### config.mk
export PLATFORM = sky130hd
export DESIGN_NAME = err_aggregator
export DESIGN_NICKNAME = d
export VERILOG_FILES = /design/src/rtl/err_aggr_pkg.sv /design/src/rtl/eagg_ctrl_reg.sv /design/src/rtl/eagg_store.sv /design/src/rtl/eagg_stretch.sv /design/src/rtl/eagg_status.sv /design/src/rtl/err_aggregator.sv
export SDC_FILE = /design/constraint.sdc
export NUM_CORES = 1
export LEC_CHECK = 0
export ABC_CLOCK_PERIOD_IN_PS = 2210
export CAP_MARGIN = 25
export CELL_PAD_IN_SITES_DETAIL_PLACEMENT = 2
export CELL_PAD_IN_SITES_GLOBAL_PLACEMENT = 2
export CORE_ASPECT_RATIO = 0.75
export CORE_UTILIZATION = 33
export DETAILED_ROUTE_END_ITERATION = 6
export PLACE_DENSITY_LB_ADDON = 0.1
export SKIP_CTS_REPAIR_TIMING = 1
export SLEW_MARGIN = 0
export SYNTH_ARGS = -nofsm -noshare
export SYNTH_HDL_FRONTEND = slang
export SYNTH_SLANG_ARGS = --single-unit
### constraint.sdc
create_clock -name clk -period 2.21 [get_ports clk]
set_input_delay 0.221 -clock clk [delete_from_list [all_inputs] [get_ports clk]]
set_output_delay 0.221 -clock clk [all_outputs]
set_load 0.05 [all_outputs]
### src/rtl/err_aggr_pkg.sv
package err_aggr_pkg;
  localparam int SRC_CNT        = 6;
  localparam int IDX_GAIN_LIM   = 0;
  localparam int IDX_OFFS_LIM   = 1;
  localparam int IDX_AMPL_LOW   = 2;
  localparam int IDX_ADC_CLIP   = 3;
  localparam int IDX_FAST_DIR   = 4;
  localparam int IDX_FAST_GEN   = 5;
  localparam int CTRL_HOLD_BIT  = SRC_CNT;
  localparam int CTRL_STICK_BIT = SRC_CNT + 1;
  localparam int CTRL_W         = SRC_CNT + 2;
  localparam int MIN_PULSE      = 8;
endpackage

### src/rtl/eagg_ctrl_reg.sv
module eagg_ctrl_reg #(
  parameter int W = 8
) (
  input  logic         clk,
  input  logic         rst_n,
  input  logic         we,
  input  logic [W-1:0] wdata,
  output logic [W-1:0] q
);
  logic [W-1:0] q_r, q_nxt;

  always_comb begin
    q_nxt = q_r;
    if (we) q_nxt = wdata;
  end

  always_ff @(posedge clk or negedge rst_n) begin
    if (!rst_n) q_r <= '0;
    else        q_r <= q_nxt;
  end

  assign q = q_r;

  p_reset_value_r1: assert property (@(posedge clk) $rose(rst_n) |-> (q_r == '0));
endmodule

### src/rtl/eagg_store.sv
module eagg_store #(
  parameter int N = 6
) (
  input  logic         clk,
  input  logic         rst_n,
  input  logic         stick_en,
  input  logic         clr,
  input  logic [N-1:0] enables,
  input  logic [N-1:0] gated,
  output logic [N-1:0] effective
);
  logic [N-1:0] held_r;

  for (genvar i = 0; i < N; i++) begin : g_bit
    logic held_nxt;

    always_comb begin
      held_nxt = 1'b0;
      if (stick_en) held_nxt = (held_r[i] & ~clr) | gated[i];
    end

    always_ff @(posedge clk or negedge rst_n) begin
      if (!rst_n) held_r[i] <= 1'b0;
      else        held_r[i] <= held_nxt;
    end

    assign effective[i] = gated[i] | (stick_en & held_r[i] & enables[i]);

    p_keep_stored_r4: assert property (@(posedge clk) disable iff (!rst_n)
      (stick_en && held_r[i] && !clr) |=> held_r[i]);
    p_new_wins_r5: assert property (@(posedge clk) disable iff (!rst_n)
      (stick_en && clr && gated[i]) |=> held_r[i]);
    p_clear_empties_r5: assert property (@(posedge clk) disable iff (!rst_n)
      (clr && !gated[i]) |=> !held_r[i]);
    p_no_store_r9: assert property (@(posedge clk) disable iff (!rst_n)
      !stick_en |=> !held_r[i]);
  end
endmodule

### src/rtl/eagg_stretch.sv
module eagg_stretch #(
  parameter int LEN = 8
) (
  input  logic clk,
  input  logic rst_n,
  input  logic trig,
  output logic active
);
  localparam int CNT_W = (LEN > 2) ? $clog2(LEN) : 1;
  localparam logic [CNT_W-1:0] LOAD = CNT_W'(LEN - 1);

  logic [CNT_W-1:0] cnt_r, cnt_nxt;
  logic             act_r, act_nxt;

  always_comb begin
    act_nxt = trig | (cnt_r != '0);
    cnt_nxt = cnt_r;
    if (trig)              cnt_nxt = LOAD;
    else if (cnt_r != '0)  cnt_nxt = cnt_r - 1'b1;
  end

  always_ff @(posedge clk or negedge rst_n) begin
    if (!rst_n) begin
      cnt_r <= '0;
      act_r <= 1'b0;
    end else begin
      cnt_r <= cnt_nxt;
      act_r <= act_nxt;
    end
  end

  assign active = act_r;

  p_reload_r7: assert property (@(posedge clk) disable iff (!rst_n)
    trig |=> (act_r && cnt_r == LOAD));
  p_min_pulse_r7: assert property (@(posedge clk) disable iff (!rst_n)
    (act_r && cnt_r != '0) |=> act_r);
  p_release_r9: assert property (@(posedge clk) disable iff (!rst_n)
    (!trig && cnt_r == '0) |=> !act_r);
endmodule

### src/rtl/eagg_status.sv
module eagg_status #(
  parameter int N = 6
) (
  input  logic         clk,
  input  logic         rst_n,
  input  logic [N-1:0] raw,
  output logic [N-1:0] status,
  output logic         sens,
  output logic         ampl
);
  import err_aggr_pkg::*;

  logic [N-1:0] st_r;
  logic         sens_r, ampl_r, sens_nxt, ampl_nxt;

  always_comb begin
    ampl_nxt = raw[IDX_ADC_CLIP] | raw[IDX_AMPL_LOW];
    sens_nxt = ampl_nxt | raw[IDX_OFFS_LIM] | raw[IDX_GAIN_LIM];
  end

  always_ff @(posedge clk or negedge rst_n) begin
    if (!rst_n) begin
      st_r   <= '0;
      sens_r <= 1'b0;
      ampl_r <= 1'b0;
    end else begin
      st_r   <= raw;
      sens_r <= sens_nxt;
      ampl_r <= ampl_nxt;
    end
  end

  assign status = st_r;
  assign sens   = sens_r;
  assign ampl   = ampl_r;

  p_amp_in_sens_r6: assert property (@(posedge clk) disable iff (!rst_n) ampl_r |-> sens_r);
  p_sens_from_status_r6: assert property (@(posedge clk) disable iff (!rst_n)
    sens_r == (|st_r[IDX_ADC_CLIP:IDX_GAIN_LIM]));
endmodule

### src/rtl/err_aggregator.sv
module err_aggregator
  import err_aggr_pkg::*;
#(
  parameter int N_SRC     = SRC_CNT,
  parameter int PULSE_LEN = MIN_PULSE
) (
  input  logic             clk,
  input  logic             rst_n,
  input  logic [N_SRC-1:0] err_flags,
  input  logic             ctrl_we,
  input  logic [N_SRC+1:0] ctrl_wdata,
  input  logic             clr_stb,
  output logic             err_n,
  output logic             freeze,
  output logic [N_SRC-1:0] status,
  output logic             sens_err,
  output logic             amp_err
);
  localparam int CW = N_SRC + 2;

  logic [CW-1:0]    ctrl;
  logic [N_SRC-1:0] enables, gated, effective;
  logic             hold_en, stick_en, any_err, err_act;
  logic             frz_r, frz_nxt;

  eagg_ctrl_reg #(.W(CW)) u_ctrl (
    .clk(clk), .rst_n(rst_n), .we(ctrl_we), .wdata(ctrl_wdata), .q(ctrl)
  );

  assign enables  = ctrl[N_SRC-1:0];
  assign hold_en  = ctrl[N_SRC];
  assign stick_en = ctrl[N_SRC+1];
  assign gated    = err_flags & enables;

  eagg_store #(.N(N_SRC)) u_store (
    .clk(clk), .rst_n(rst_n), .stick_en(stick_en), .clr(clr_stb),
    .enables(enables), .gated(gated), .effective(effective)
  );

  assign any_err = |effective;

  eagg_stretch #(.LEN(PULSE_LEN)) u_stretch (
    .clk(clk), .rst_n(rst_n), .trig(any_err), .active(err_act)
  );

  always_comb frz_nxt = hold_en & any_err;

  always_ff @(posedge clk or negedge rst_n) begin
    if (!rst_n) frz_r <= 1'b0;
    else        frz_r <= frz_nxt;
  end

  eagg_status #(.N(N_SRC)) u_status (
    .clk(clk), .rst_n(rst_n), .raw(err_flags),
    .status(status), .sens(sens_err), .ampl(amp_err)
  );

  assign err_n  = ~err_act;
  assign freeze = frz_r;

  p_flag_to_err_r2: assert property (@(posedge clk) disable iff (!rst_n)
    (|(err_flags & enables)) |=> !err_n);
  p_freeze_on_r3: assert property (@(posedge clk) disable iff (!rst_n)
    (hold_en && any_err) |=> freeze);
  p_freeze_off_r3: assert property (@(posedge clk) disable iff (!rst_n)
    !hold_en |=> !freeze);
  p_freeze_implies_err_r3: assert property (@(posedge clk) disable iff (!rst_n)
    freeze |-> !err_n);
endmodule

==> results.toml <==
[status]
status = "completed"

[finish]
instances_no_fill = 147
antennaDiodeCount = 0
num-fill-cells = 302
area_growth_pct = 34.3
utilization_pct = 47.5
final_layout_size_suffix_gt1_share_pct = 12.8
final_nets = 130

[pwr]
ir_worst_vdd_v = 0.000392
total_leakage_power_nw = 0.618
switchingPower_uw = 271
pwr-share-seq_pct = 55.2
clkPwrFrac_pct = 27.5
combinationalPowerShare_pct = 17.2
p_sw_share_pct = 26.8
p_per_area_nw_per_um2 = 705
p_int_uw = 741

[logic_synthesis]
ys_async_sr_fraction_pct = 100
yosys_warnings = 0
synth.distinct_cells = 21
synth_edf_count = 0
syn-num-nets = 98
syn-instance-count = 78
syn_avg_cell_area_sq_um = 13.7
ys_seq_area_share_pct = 63.2
ys_seq_elements = 27
ys.flop_type = "dfrtp_1"
netlist_area_sq_um = 1070

[sta]
timing.hold.ws_ps = 321
fmax_mhz = 587
fin_crit_sh_pct = 77.1
skew_ps = 2.78
worstMarginPinSlew_ps = 499
hold_viol = 0
fin_crit_ps = 1700
final-setup-viol-count = 0
tns_ps = 0
rsz0062_at_grt = "no"
max_slew_margin_pct = 66.6
maxSlewViolCount = 0

[setup_path]
path_class = "flip-flop to primary output"
path_max_fanout = 1
cp.required_ps = 1990
worstPathArrival_ps = 1480
critPathLaunchType = "flip-flop"
endpoint_kind = "primary output"

[detailed_routing]
remaining_drc_errors = 0
firstDrtPassIters = 3
routedWlPerCell_um = 15.4
drt_iter0_drc = 19
routed_wl_mm = 2.27
vias_per_cell = 4.84
ant_nets = 0
vias = 712

[floorplan]
dieHeight_um = 51.3
dieWidth_um = 67.7
ios = 28
fp-row-count = 17
dieArea_sq_um = 3470
fp.coreArea_sq_um = 3020
start_util_pct = 35.4

[placement]
routabilityCongestion = 0.800
place_inst = 143
io_buffers = 27

[cts]
clock_sinks = 27
numCtsBuffers = 3
cts_tree = "built"
clock_latency_ps = 270
cts_max_level = 1
root_buffer = "clkbuf_8"
clk_pin_slew_ps = 90
clockBufferDepth = 2

[grt]
grt_pass1_vias = 802
grt_usage_pct = 15.9
grt_max_degree = 28
overflow = 0
antenna_found_initial = 0
grt_pass1_wl_mm = 3.91

[hold_path]
worstHoldPathType = "input pin to asynchronous set/reset pin"

[job]
cap_violations = 0
synthesized netlist by cell type (all sizes together), types with 2 or more instances:
cell type,count,area (sq um)
dfrtp,27,676
mux2,8,90.1
a21boi,7,52.6
nand2b,7,43.8
nand2,6,22.5
a22o,3,26.3
inv,3,11.3
a22oi,2,15.0
ha,2,25.0
mux2i,2,20.0
nand3,2,10.0
cell usage in the layout (no fill, tap or decap):
cell type / Yosys / routed
or2_1: 1 / 1
ha_1: 2 / 2
dfrtp_1: 27 / 27
mux2_2: 8 / 8
a21boi_1: 5 / 5
xnor2_1: 1 / 1
mux2i_1: 2 / 2
and4_1: 1 / 1
o31ai_4: 1 / 1
nand3_1: 2 / 2
inv_1: 3 / 3
or3_1: 1 / 1
nand2_1: 6 / 6
nand3b_1: 1 / 1
clkdlybuf4s50_1: 0 / 27
a22o_1: 3 / 3
a22oi_1: 2 / 2
nor2_1: 1 / 1
nand4b_1: 1 / 1
a21boi_0: 2 / 2
nand2b_1: 7 / 7
clkinv_2: 0 / 1
clkbuf_8: 0 / 3
buf_4: 0 / 1
power by group through the flow:
stage | clock [mW] | sequential, mW | combinational (mW)
finish | 0.278 | 0.559 | 0.174
global route | 0.309 | 0.564 | 0.188
CTS | 0.287 | 0.560 | 0.178
detailed placement | 0 | 0.570 | 0.177
global placement | 0 | 0.567 | 0.170
floorplan | 0 | 0.593 | 0.0639
worst max-delay path: stages (launching register included):
cell	delay [ps]
dfrtp_1	380
inv_1	50
clkdlybuf4s50_1	780
state kept, by name (all words and copies together), names as in the netlist:
register	cells
u_stretch.cnt_r	3
u_store.held_r	6
u_status.ampl	1
u_stretch.active	1
u_status.sens	1
u_ctrl.q	8
freeze	1
u_status.status	6
kinds of logic (layout without fill, tap and decap cells):
| kind of cell | count (synthesis) | in the layout | share of synthesized area, % |
|---|---|---|---|
| flip-flops | 27 | 27 | 63.2 |
| AND/OR/NAND/NOR | 21 | 21 | 11.0 |
| AO/OA/AOI/OAI | 13 | 13 | 10.8 |
| multiplexers | 10 | 10 | 10.3 |
| buffers and inverters | 4 | 35 | 1.52 |
| adder cells (fa/ha/maj) | 2 | 2 | 2.34 |
| XOR/XNOR | 1 | 1 | 0.820 |
final cells by class:
cell class / instances / area (sq um) / area share, %
tap: 38 / 47.5 / 3.31
sequential: 27 / 676 / 47.1
clock inverter: 1 / 5.00 / 0.349
multi-input combinational: 47 / 377 / 26.2
inverter: 3 / 11.3 / 0.785
clock buffer: 3 / 41.3 / 2.88
timing repair buffer: 28 / 278 / 19.4
path summary, 6_finish.rpt:
check / start / endpoint / slack (ps) / cells after the start
min: rst_n / u_status.status[5]$_DFF_PN0_ / 320 / 2
max in group asynchronous: rst_n / u_ctrl.q[1]$_DFFE_PN0P_ / 1630 / 2
max: u_stretch.active$_DFF_PN0_ / err_n / 510 / 2
max reg2reg: u_ctrl.q[1]$_DFFE_PN0P_ / u_stretch.cnt_r[0]$_DFFE_PN0P_ / 910 / 3
min in group clk: err_flags[4] / u_status.status[4]$_DFF_PN0_ / 410 / 1
min reg2reg: u_ctrl.q[6]$_DFFE_PN0P_ / u_ctrl.q[6]$_DFFE_PN0P_ / 520 / 1
routing by layer:
metal | vias up | share of wire [%] | routed length [um] | GRT usage [%]
met1 | 355 | 47 | 1060 | 20.5
met5 | - | 0 | 0 | 0
met3 | 2 | 6.0 | 137 | 5.36
met4 | 0 | 0.31 | 7 | 4.61
met2 | 23 | 47 | 1060 | 25.1
li1 | 332 | - | - | -
through the flow:
step / instance area, sq um / worst slack [ps] / power [mW]
after floorplan: 1070 / 1030 / 0.657
after global placement: 1390 / 794 / 0.736
after detailed placement: 1390 / 746 / 0.746
after CTS: 1440 / 488 / 1.02
after global routing: 1440 / 444 / 1.06
final: 1440 / 506 / 1.01
No activity file was read; power rests on OpenSTA's default activity.
